$ cat config.mk
export PLATFORM = sky130hd
export DESIGN_NAME = sparse_assoc_mem
export DESIGN_NICKNAME = d
export VERILOG_FILES = /design/src/rtl/sam_pkg.sv /design/src/rtl/sam_port_capture.sv /design/src/rtl/sam_arbiter.sv /design/src/rtl/sam_lfsr.sv /design/src/rtl/sam_table.sv /design/src/rtl/sparse_assoc_mem.sv
export SDC_FILE = /design/constraint.sdc
export NUM_CORES = 1
export LEC_CHECK = 0
export CORE_ASPECT_RATIO = 0.5
export CORE_MARGIN = 4
export CORE_UTILIZATION = 35
export DETAILED_ROUTE_END_ITERATION = 8
export PLACE_DENSITY = 0.49
export SYNTH_ARGS = -nofsm -noshare
export SYNTH_HDL_FRONTEND = slang
export SYNTH_SLANG_ARGS = --single-unit
$ cat constraint.sdc
create_clock -name clk -period 8.7 [get_ports clk]
set_input_delay 1.74 -clock clk [delete_from_list [all_inputs] [get_ports clk]]
set_output_delay 1.74 -clock clk [all_outputs]
set_load 0.05 [all_outputs]
$ cat src/rtl/sam_pkg.sv
package sam_pkg;
  typedef enum logic [1:0] {
    TBL_IDLE   = 2'd0,
    TBL_DELETE = 2'd1,
    TBL_APPEND = 2'd2,
    TBL_HEAD   = 2'd3
  } tbl_cmd_e;

  localparam logic [31:0] LFSR_TAPS = 32'h8020_0003;

  function automatic logic [31:0] lfsr_advance(input logic [31:0] s);
    return {1'b0, s[31:1]} ^ (s[0] ? LFSR_TAPS : 32'h0);
  endfunction
endpackage

$ cat src/rtl/sam_port_capture.sv
module sam_port_capture #(
  parameter int PW = 8
) (
  input  logic          clk,
  input  logic          rst,
  input  logic          en,
  input  logic [PW-1:0] payload,
  input  logic          clr,
  output logic          pend,
  output logic [PW-1:0] held
);
  logic en_q;
  logic rise;

  assign rise = en & ~en_q;

  always_ff @(posedge clk) begin
    if (rst) begin
      en_q <= 1'b0;
      pend <= 1'b0;
    end else begin
      en_q <= en;
      pend <= (pend & ~clr) | rise;
    end
  end

  always_ff @(posedge clk) begin
    if (rise) held <= payload;
  end
endmodule

$ cat src/rtl/sam_arbiter.sv
module sam_arbiter #(
  parameter int N  = 4,
  localparam int IW = (N > 1) ? $clog2(N) : 1
) (
  input  logic [N-1:0]  req,
  output logic [IW-1:0] idx,
  output logic          any
);
  always_comb begin
    idx = '0;
    for (int i = N - 1; i >= 0; i--) begin
      if (req[i]) idx = IW'(i);
    end
    any = |req;
  end
endmodule

$ cat src/rtl/sam_lfsr.sv
module sam_lfsr #(
  parameter logic [31:0] SEED = 32'hACE1_2B5D
) (
  input  logic        clk,
  input  logic        rst,
  input  logic        step,
  output logic [31:0] state
);
  import sam_pkg::*;

  always_ff @(posedge clk) begin
    if (rst)       state <= SEED;
    else if (step) state <= lfsr_advance(state);
  end
endmodule

$ cat src/rtl/sam_table.sv
module sam_table #(
  parameter int ADDR_W = 8,
  parameter int DATA_W = 16,
  parameter int DEPTH  = 8,
  localparam int IDX_W = (DEPTH > 1) ? $clog2(DEPTH) : 1,
  localparam int CNT_W = $clog2(DEPTH + 1)
) (
  input  logic              clk,
  input  logic              rst,
  input  sam_pkg::tbl_cmd_e cmd,
  input  logic [ADDR_W-1:0] cmd_addr,
  input  logic [DATA_W-1:0] cmd_data,
  input  logic [ADDR_W-1:0] lk_addr,
  output logic              hit,
  output logic [DATA_W-1:0] hit_data,
  output logic [IDX_W-1:0]  first_idx,
  output logic [CNT_W-1:0]  count,
  output logic              full
);
  import sam_pkg::*;

  logic [ADDR_W-1:0] ent_addr [DEPTH];
  logic [DATA_W-1:0] ent_data [DEPTH];
  logic [DEPTH-1:0]  match;

  // match vector over occupied slots
  generate
    for (genvar g = 0; g < DEPTH; g++) begin : g_cmp
      assign match[g] = (CNT_W'(g) < count) && (ent_addr[g] == lk_addr);
    end
  endgenerate

  // newest match wins for data; oldest match is the clean-up victim
  always_comb begin
    hit_data  = '0;
    first_idx = '0;
    for (int i = 0; i < DEPTH; i++) begin
      if (match[i]) hit_data = ent_data[i];
    end
    for (int i = DEPTH - 1; i >= 0; i--) begin
      if (match[i]) first_idx = IDX_W'(i);
    end
    hit = |match;
  end

  assign full = (count == CNT_W'(DEPTH));

  always_ff @(posedge clk) begin
    if (rst) begin
      count <= '0;
    end else begin
      unique case (cmd)
        TBL_DELETE:            count <= count - CNT_W'(1);
        TBL_APPEND, TBL_HEAD:  count <= count + CNT_W'(1);
        default:               count <= count;
      endcase
    end
  end

  always_ff @(posedge clk) begin
    unique case (cmd)
      TBL_DELETE: begin
        for (int i = 0; i < DEPTH - 1; i++) begin
          if (IDX_W'(i) >= first_idx) begin
            ent_addr[i] <= ent_addr[i+1];
            ent_data[i] <= ent_data[i+1];
          end
        end
      end
      TBL_APPEND: begin
        for (int i = 0; i < DEPTH; i++) begin
          if (CNT_W'(i) == count) begin
            ent_addr[i] <= cmd_addr;
            ent_data[i] <= cmd_data;
          end
        end
      end
      TBL_HEAD: begin
        for (int i = 1; i < DEPTH; i++) begin
          ent_addr[i] <= ent_addr[i-1];
          ent_data[i] <= ent_data[i-1];
        end
        ent_addr[0] <= cmd_addr;
        ent_data[0] <= cmd_data;
      end
      default: ;
    endcase
  end
endmodule

$ cat src/rtl/sparse_assoc_mem.sv
module sparse_assoc_mem #(
  parameter int          ADDR_W  = 8,
  parameter int          DATA_W  = 16,
  parameter int          DEPTH   = 8,
  parameter int          NWR     = 2,
  parameter int          NRD     = 2,
  parameter int          CLEANUP = 1,
  parameter logic [31:0] SEED    = 32'hACE1_2B5D
) (
  input  logic                    clk,
  input  logic                    rst,
  input  logic [NWR-1:0]          wr_en,
  input  logic [NWR*ADDR_W-1:0]   wr_addr,
  input  logic [NWR*DATA_W-1:0]   wr_data,
  input  logic [NRD-1:0]          rd_en,
  input  logic [NRD*ADDR_W-1:0]   rd_addr,
  output logic [NRD*DATA_W-1:0]   rd_data,
  output logic                    busy,
  output logic                    full,
  output logic                    overflow
);
  import sam_pkg::*;

  localparam int NP    = NWR + NRD;
  localparam int PW    = ADDR_W + DATA_W;
  localparam int SELW  = (NP > 1) ? $clog2(NP) : 1;
  localparam int IDX_W = (DEPTH > 1) ? $clog2(DEPTH) : 1;
  localparam int CNT_W = $clog2(DEPTH + 1);

  logic [NP-1:0]     pend;
  logic [NP-1:0]     clr;
  logic [PW-1:0]     held [NP];
  logic [SELW-1:0]   sel;
  logic              any;
  logic [ADDR_W-1:0] cur_addr;
  logic [DATA_W-1:0] cur_data;
  logic              is_wr;
  tbl_cmd_e          cmd;
  logic              hit;
  logic [DATA_W-1:0] hit_data;
  logic [IDX_W-1:0]  first_idx;
  logic [CNT_W-1:0]  tbl_count;
  logic              tbl_full;
  logic [31:0]       lfsr_q;
  logic              lfsr_step;
  logic              done;
  logic              ovf_set;
  logic [NRD-1:0]    rd_load;
  logic [DATA_W-1:0] rd_val;

  // per-port edge capture
  generate
    for (genvar p = 0; p < NP; p++) begin : g_port
      if (p < NWR) begin : g_wr
        sam_port_capture #(.PW(PW)) u_cap (
          .clk(clk), .rst(rst), .en(wr_en[p]),
          .payload({wr_addr[p*ADDR_W +: ADDR_W], wr_data[p*DATA_W +: DATA_W]}),
          .clr(clr[p]), .pend(pend[p]), .held(held[p])
        );
      end else begin : g_rd
        sam_port_capture #(.PW(PW)) u_cap (
          .clk(clk), .rst(rst), .en(rd_en[p-NWR]),
          .payload({rd_addr[(p-NWR)*ADDR_W +: ADDR_W], {DATA_W{1'b0}}}),
          .clr(clr[p]), .pend(pend[p]), .held(held[p])
        );
      end
    end
  endgenerate

  sam_arbiter #(.N(NP)) u_arb (.req(pend), .idx(sel), .any(any));

  assign cur_addr = held[sel][PW-1:DATA_W];
  assign cur_data = held[sel][DATA_W-1:0];
  assign is_wr    = (int'(sel) < NWR);

  sam_table #(.ADDR_W(ADDR_W), .DATA_W(DATA_W), .DEPTH(DEPTH)) u_tbl (
    .clk(clk), .rst(rst), .cmd(cmd), .cmd_addr(cur_addr),
    .cmd_data(lfsr_step ? lfsr_q[DATA_W-1:0] : cur_data),
    .lk_addr(cur_addr), .hit(hit), .hit_data(hit_data),
    .first_idx(first_idx), .count(tbl_count), .full(tbl_full)
  );

  sam_lfsr #(.SEED(SEED)) u_lfsr (.clk(clk), .rst(rst), .step(lfsr_step), .state(lfsr_q));

  // sequencer: one captured access (or one clean-up delete) per clock
  always_comb begin
    cmd       = TBL_IDLE;
    done      = 1'b0;
    ovf_set   = 1'b0;
    lfsr_step = 1'b0;
    rd_val    = hit_data;
    if (any) begin
      if (is_wr) begin
        if ((CLEANUP != 0) && hit) begin
          cmd = TBL_DELETE;
        end else begin
          done = 1'b1;
          if (tbl_full) ovf_set = 1'b1;
          else          cmd     = TBL_APPEND;
        end
      end else begin
        done = 1'b1;
        if (!hit) begin
          rd_val    = lfsr_q[DATA_W-1:0];
          lfsr_step = 1'b1;
          if (tbl_full) ovf_set = 1'b1;
          else          cmd     = TBL_HEAD;
        end
      end
    end
    for (int p = 0; p < NP; p++) clr[p] = done && (sel == SELW'(p));
    for (int r = 0; r < NRD; r++) rd_load[r] = done && (sel == SELW'(NWR + r));
  end

  always_ff @(posedge clk) begin
    if (rst) begin
      rd_data  <= '0;
      overflow <= 1'b0;
    end else begin
      for (int r = 0; r < NRD; r++) begin
        if (rd_load[r]) rd_data[r*DATA_W +: DATA_W] <= rd_val;
      end
      if (ovf_set) overflow <= 1'b1;
    end
  end

  assign busy = |pend;
  assign full = tbl_full;
endmodule

==> results of run 1 <==
worst register-to-register path: stages, from the launching register on:
cell	delay, ns
sky130_fd_sc_hd__dfxtp_1	0.92
sky130_fd_sc_hd__nor3b_1	0.16
sky130_fd_sc_hd__o21ai_0	0.50
sky130_fd_sc_hd__nand2_2	0.29
sky130_fd_sc_hd__xnor2_1	0.31
sky130_fd_sc_hd__nor3_1	0.10
sky130_fd_sc_hd__and3_1	0.36
sky130_fd_sc_hd__and4b_2	0.35
sky130_fd_sc_hd__buf_4	0.44
sky130_fd_sc_hd__nand3_2	0.45
sky130_fd_sc_hd__nor2_4	0.99
sky130_fd_sc_hd__buf_4	0.66
sky130_fd_sc_hd__a21oi_1	0.12
sky130_fd_sc_hd__a22o_1	0.25
report_power, final:
part           switching (mW)  total [mW]  leakage [nW]  internal, mW
registers               0.192        2.25          3.04          2.06
logic                   0.799        1.21          3.50         0.412
clock network           0.665        1.48         0.548         0.816
state kept, by name (all words and copies together) (netlist names), 4 cells and up:
register,cells
u_tbl.ent_data,128
u_tbl.ent_addr,64
g_port.g_wr.u_cap.held,48
rd_data,32
u_lfsr.state,32
g_port.g_rd.u_cap.held,16
u_tbl.count,4
path summary, 6_finish.rpt:
kind,start,to,slack (ns),cells past startpoint
setup / recovery,g_port[2].g_rd.u_cap.pend,u_tbl.ent_data[1][22],2.56,13
hold / removal,u_lfsr.state[19],u_lfsr.state[18],0.45,2
setup reg to reg,g_port[2].g_rd.u_cap.pend,u_tbl.ent_data[1][22],2.56,13
hold reg to reg,u_lfsr.state[19],u_lfsr.state[18],0.45,2
cell type report:
type | count | area share (%)
Clock buffer | 42 | 4.752
Sequential cell | 333 | 46.00
Multi-Input combinational cell | 1215 | 37.96
Clock inverter | 22 | 0.7171
Inverter | 13 | 0.2432
Tap cell | 649 | 4.047
Timing Repair Buffer | 134 | 6.286
kinds of logic after synthesis:
family,after synthesis
mux,64
flops,333
xor+xnor,46
buf+inv,142
compound gates,556
fa+ha+maj,4
simple gates,545
layout by cell type, fill, tap and decap left out, drive strengths merged, types with 10 or more instances in the layout:
master         netlist  routed
xor2                16      16
a22o                21      21
nand2b              32      32
o211ai              11      11
nor2b               22      22
nor2               130     130
nor3b               18      18
dfxtp               77      77
xnor2               30      30
a211oi              23      23
clkbuf              53      42
nand3               10      10
edfxtp             256     256
buf                 76      31
a41oi               14      14
inv                 13      14
o22ai               28      28
a22oi               50      50
o21bai              10      10
mux2i               63      63
o21ai              152     152
clkinv               0      19
a31oi               19      19
nor3                29      29
a21oi              137     137
clkdlybuf4s50        0     103
or3                 12      12
o21a                27      27
a211o               19      19
nand2              215     215
metal layers:
metal  GRT usage (%)  routed length, um
met5               0                  0
met2           34.92              27740
met3           3.045               4141
met4           5.805               1527
met1           29.67              25950
==> results.txt, run 1 <==
- Hold WC Path Type: reg -> reg
- Of the available clock period, the critical path in the final layout requires 70.58%.
* Slew @ Worst Pin: 1.248 ns
* Number of buffer and inverter stages on the critical path: 2
* Routed WL per cell: 24.65 um
* Number of buffers added for setup after CTS: 0
- Buffers inserted during clock tree synthesis total 35.
- Delay of the slowest cell on the worst path: 0.98 ns
- Across all setup checks in the final design, the least slack found is 2.560 ns.
- CTS Buffer Depth: 3
- Walking the worst path, the cells encountered are nor3b_1 -> o21ai_0 -> nand2_2 -> xnor2_1 -> nor3_1 -> and3_1 -> and4b_2 -> buf_4 -> nand3_2 -> nor2_4 -> buf_4 -> a21oi_1 -> a22o_1.
* Number of enable-type register cells in the synthesized netlist: 256
- At the worst endpoint, the arrival time is 6.42 ns.
* Worst clock skew: 0.03480 ns
- Post-synthesis mux area share: 3.670%
- Gpl congestion: 0.9036
- Simple-Gate Fraction of Synth Area: 15.44%
- After synthesis, the most frequently instantiated cells are sky130_fd_sc_hd__edfxtp_1 (256), sky130_fd_sc_hd__nand2_1 (214), sky130_fd_sc_hd__o21ai_0 (144).
- Utilization after layout: 41.01%
* CTS hold repair buffers: 0
- From synthesis to final layout, the design area changed by 14.71%.
* Total design power: 4.947 mW
- Counting every net in the synthesized netlist gives 1764.
- Number of global-route vias before repair: 13667
* CP Launch Type: flop
* Layout cells sized above 1: 8.869%
* Max Fanout on Critical Path: 41
* Run status: complete, no violations
- The initial utilization of the core area, before any placement, comes to 35.75%.
- Slowest cell on the critical path: sky130_fd_sc_hd__nor2_4
- Global routing consumed, over all layers together, 21.34% of the routing resources.
- Unrepaired setup endpoints after global routing: false
- Clock transition at the registers of the reported paths: 0.06 ns
- At the later pin of the worst-skew pair, clock insertion delay measures 0.55 ns.
- In the routed layout, each cell is associated on average with a via count of 5.816.
* Vias: 14006
- Largest cells by area after synthesis: sky130_fd_sc_hd__edfxtp_1 (44%), sky130_fd_sc_hd__dfxtp_1 (8.8%), sky130_fd_sc_hd__nand2_1 (4.6%)
- Timing analysis after detailed placement gives a worst setup slack of 2.740 ns.
* Horizontal die dimension: 324.2 um
* Final Slew Violations: 0
* Crit. End Element: flop
* Remaining max-slew budget at the tightest pin: 16.82%
* Synthesis warning total: 0
- The first TritonRoute pass finished after 6 iterations.
- Hpwl dp: 40060 um
- Post-synth top flop: sky130_fd_sc_hd__edfxtp_1
- Die span in y: 166.1 um
- Cell family contributing the most delay on the critical path: simple AND/OR/NAND/NOR gates
- Core Box Area: 48920 um^2
- Wire length of the first global-routing pass: 87620 um
- For the worst setup path, the data required time is 8.98 ns.
- In this run the number of H-tree levels came out at 2.
- Detailed-route wire length: 59360 um
- Across the run, the number of max-cap violations was 0.
- Antenna violations before repair: 0
- Remaining global-route overflow: 0
- Hold is met by 0.4528 ns.
- DRC marker count from the first detailed-route iteration: 1463
* # diodes: 0
* Clock Root Buffer: sky130_fd_sc_hd__clkbuf_16
* Area share of the largest cell type after synthesis: 43.95%
- Across the whole layout, storage elements account for 9229 um^2.
* DRC violations left: 0
- The number of different library cells used by synthesis comes to 86.
* Syn Std Cell Area: 17490 um^2
- In this run the static leakage power is 7.091 nW.
* TritonCTS clock tree: built
* Upper clock frequency limit: 0.1629 GHz
- Most frequent cell after synthesis: sky130_fd_sc_hd__edfxtp_1
- By area, the combinational part of the netlist is dominated by compound AO/OA/AOI/OAI gates.
- The count of endpoints failing hold in the final timing report is 0.
- Adder-cell share of the synthesized area: 0.2861%
- The count of buffers added on input and output ports is 104.
- The biggest area contributor in the post-synthesis netlist is sky130_fd_sc_hd__edfxtp_1.
- The die covers 53830 um^2.
* Aggregate negative setup slack: 0 ns
- Crit Path Category: reg -> reg
- Xor and xnor fraction of the mapped netlist area: 2.346%
- Fin cells: 2408
- Setup violations remaining at the end of the flow were counted as 0.
* Sequential share of the synthesized area: 52.76%
- The net count of the finished layout is 1806.
* CP dominant cell by count: sky130_fd_sc_hd__buf_4
- Post-Synthesis Cells: 1690
- Shortest clock period the worst path allows after layout: 6.140 ns
- Summing all non-filler instances in the final layout gives an area of 20060 um^2.
- In the synthesized netlist the async set-or-reset flop fraction comes to 0%.
- In this run the remaining antenna-violating nets after routing total 0.
- Row Count: 57
* Peak supply drop: 0.1119 mV
- The clock drives 333 sinks.
- Top-Level Pins: 105
- Dpl cells: 2344
* Filler cells: 4699
* Largest net degree at the start of global routing: 106
- A synthesized cell averages 10.35 um^2.
- #FFs+latches synth: 333
- PD cells: 246.6 nW/um^2
- Gates resized, CTS repair: 0
- Summing all multi-input logic gate instances after layout gives 7616 um^2.
- Once placement finished, the instance area stood at 18970 um^2.
- The synthesized netlist devotes 21.34% of its cell area to compound gates.
(Power assumes the default switching activity.)
==> run 2: changes to the inputs <==
--- a/config.mk
+++ b/config.mk
@@ -9,7 +9,7 @@
 export CORE_MARGIN = 4
 export CORE_UTILIZATION = 35
 export DETAILED_ROUTE_END_ITERATION = 8
-export PLACE_DENSITY = 0.49
+export PLACE_DENSITY = 0.51
 export SYNTH_ARGS = -nofsm -noshare
 export SYNTH_HDL_FRONTEND = slang
 export SYNTH_SLANG_ARGS = --single-unit
==> constraint.sdc (replaced) <==
create_clock -name clk -period 5.3 [get_ports clk]
set_input_delay 1.06 -clock clk [delete_from_list [all_inputs] [get_ports clk]]
set_output_delay 1.06 -clock clk [all_outputs]
set_load 0.05 [all_outputs]
==> run 2 against run 1 <==
  * Wire length is 1.1% lower
  * Largest cell class unchanged
  * Combinational power is 72% higher
  * Sequential share of layout area is 0.88 points lower
  * Hold slack better by 0.0012 ns
  * Critical endpoint is now u_tbl.ent_data[0][55]
  * Critical path type unchanged
  * Clock skew is 0.014 ns lower
  * First-iteration DRC count is 4.6% lower
  * Worst setup slack worse by 1.9 ns
  * Core utilization is 0.80 points higher
  * Count of clock-buffer cells in the layout is 8 higher
  * Global-route usage is 0.087 points lower
  * Sequential cell count stayed put
  * Design area is 1.9% higher
  * Largest power group unchanged
==> results.txt, run 2 (same netlist as run 1, synthesis figures left out) <==
- Number of buffers added for setup after CTS: 0 (unchanged)
- Routed WL per cell: 24.03 um (-2.5%)
- Max Fanout on Critical Path: 24 (-41%)
- CP Launch Type: flop
- The number of rows created at floorplan was 57 (unchanged).
- The maximum level of the CTS H-tree is 2 (unchanged).
- DRC marker count from the first detailed-route iteration: 1396 (-4.6%)
* Final Slew Violations: 0 (unchanged)
* Shortest clock period the worst path allows after layout: 4.637 ns (-1.503 ns)
* Remaining global-route overflow: 0 (unchanged)
* Area delta synth->final: 16.93%
- The share of the clock period used by the worst path after layout is 87.50% (+17 points).
- Antenna violations before repair: 0 (unchanged)
- The total of max-cap violations was 0 (unchanged).
- Overall die area: 53830 um^2 (unchanged)
- Sink count of the clock tree: 333 (unchanged)
- Wire length of the first global-routing pass: 86710 um (-1.0%)
- The final layout net count was 1844 (+2.1%).
* Worst clock skew: 0.02075 ns (-0.01405 ns)
- The power density normalized to cell area came to 402.3 nW/um^2 (+63%).
- The initial cell density of the core is 35.75% (unchanged).
* Gpl congestion: 0.8300 (-8.1%)
- Number of global-route vias before repair: 13142 (-3.8%)
- The half-perimeter wire length after placement was 40150 um (+0.22%).
- Filler cells: 4759 (+1.3%)
- The maximum clock frequency is 0.2156 GHz (+32%).
- Most flops, register: u_tbl.ent_data
- Storage cell area: 9229 um^2 (unchanged)
* Most frequent cells in the layout: sky130_fd_sc_hd__edfxtp_1 (256), sky130_fd_sc_hd__nand2_1 (214), sky130_fd_sc_hd__o21ai_0 (142)
- The count of input and output buffers was 104 (unchanged).
* Hold WC Path Type: reg -> reg
* TritonCTS clock tree: built
- In the final layout, the registers with the most flip-flops are u_tbl.ent_data (128), u_tbl.ent_addr (64), g_port.g_wr.u_cap.held (48).
* Slowest cell on the critical path: sky130_fd_sc_hd__dfxtp_1
* Vias: 13965 (-0.29%)
* Run status: complete, no violations
- Multi-input gate area in the final layout: 7607 um^2 (-0.11%)
- Dpl cells: 2382 (+1.6%)
- CTS Buffer Depth: 3 (unchanged)
- Chain of cells forming the critical path: buf_4 -> nor2b_1 -> o21ai_0 -> a211oi_1 -> o22ai_1 -> nor4_1 -> o21ba_1 -> and4b_2 -> buf_4 -> a41oi_1 -> nand2_1 -> o21ai_0 -> o21ai_0
- Design area: 20450 um^2 (+1.9%)
* CP dominant cell by count: sky130_fd_sc_hd__o21ai_0
- The count of endpoints failing hold in the final timing report came to 0 (unchanged).
- The number of buffers created by CTS was 35 (unchanged).
- Source-to-sink clock delay at the later pin of the worst-skew pair: 0.54 ns (about the same)
* Delay of the slowest cell on the worst path: 0.72 ns (-0.26 ns)
* Required time reported for the critical path endpoint: 5.57 ns (-3.41 ns)
- The x dimension of the die came to 324.2 um (unchanged).
- WHS: 0.4540 ns (+0.001223 ns)
- Final setup viols: 0 (unchanged)
- The register clock-pin slew on the reported worst setup and hold paths was 0.06 ns (about the same).
* Core Box Area: 48920 um^2 (unchanged)
- The non-filler instance count after layout is 2443 (+1.5%).
* Clock Root Buffer: sky130_fd_sc_hd__clkbuf_16
- # diodes: 0 (unchanged)
* Drt pass-1 iters: 5 (-1)
* Aggregate negative setup slack: 0 ns (unchanged)
- The aggregate routed wire length is 58710 um (-1.1%).
* Remaining max-slew budget at the tightest pin: 25.00% (+8.2 points)
- The worst setup path is captured at a flop.
- Detail-routed via count per cell: 5.716 (-1.7%)
* Largest net degree at the start of global routing: 80 (-25%)
* Unrepaired setup endpoints after global routing: false
- Die span in y: 166.1 um (unchanged)
- Most common cell after layout, fill and taps aside: sky130_fd_sc_hd__edfxtp_1
- Leakage component of the power: 7.309 nW (+3.1%)
- The setup path with the least slack is of type reg -> reg.
- The total cell area at the placement stage came to 19360 um^2 (+2.1%).
* Top-Level Pins: 105 (unchanged)
* Layout cells sized above 1: 10.31% (+1.4 points)
- Slew @ Worst Pin: 1.125 ns (-0.1228 ns)
* DRC violations left: 0 (unchanged)
- The flip-flop count of the largest register, all copies and words added is 128 (unchanged).
* Arrival time worst endpoint: 4.91 ns (-1.51 ns)
- CTS hold repair buffers: 0 (unchanged)
* Gates resized, CTS repair: 0 (unchanged)
* Peak supply drop: 0.2050 mV (+83%)
- Total Routing Usage GR: 21.25% (-0.087 points)
- The remaining number of nets flagged by the antenna check after routing was 0 (unchanged).
[run 2: cell count changes in the layout (fill, tap and decap cells not counted), sizes merged]
cell      change
inv           +3
clkbuf        +8
clkinvlp      -1
buf          +38
clkinv       -13
[run 2: cell type report]
cell class / instances / area share, %
Inverter: 13 / 0.2386
Clock inverter: 11 / 0.4527
Multi-Input combinational cell: 1215 / 37.19
Timing Repair Buffer: 172 / 8.112
Tap cell: 649 / 3.970
Clock buffer: 50 / 4.912
Sequential cell: 333 / 45.12
[run 2: layer usage]
metal / global-route usage, % / wire length, um
met4: 5.553 / 1471
met1: 31.39 / 27020
met2: 32.21 / 26220
met3: 3.654 / 4000
met5: 0 / 0
[run 2: worst max-delay path, delay by kind of cell (launching register included)]
family / cells / cell delay [ns]
compound gates: 7 / 1.66
buf+inv: 2 / 0.57
flops: 1 / 0.72
simple gates: 4 / 1.40
[run 2: worst paths after layout]
| kind | from | endpoint | slack [ns] | cells after the start |
|---|---|---|---|---|
| max | g_port[2].g_rd.u_cap.pend | u_tbl.ent_data[0][55] | 0.66 | 13 |
| min | u_lfsr.state[28] | u_lfsr.state[28] | 0.45 | 2 |
| max reg2reg | g_port[2].g_rd.u_cap.pend | u_tbl.ent_data[0][55] | 0.66 | 13 |
| min reg2reg | u_lfsr.state[28] | u_lfsr.state[28] | 0.45 | 2 |
[run 2: through the flow]
step	setup WS, ns	total power [mW]	utilization, %
floorplan	0.6536	5.029	-
global placement	0.7806	5.786	39.56
detailed placement	0.7532	5.805	39.56
CTS	0.7229	8.266	41.81
global route	0.3837	8.635	41.81
finish	0.6627	8.228	41.81
[run 2: power breakdown]
part	switching (mW)	total, mW	internal (mW)
logic	1.32	2.08	0.760
clock network	1.08	2.45	1.38
registers	0.307	3.69	3.38
total	2.71	8.23	5.52
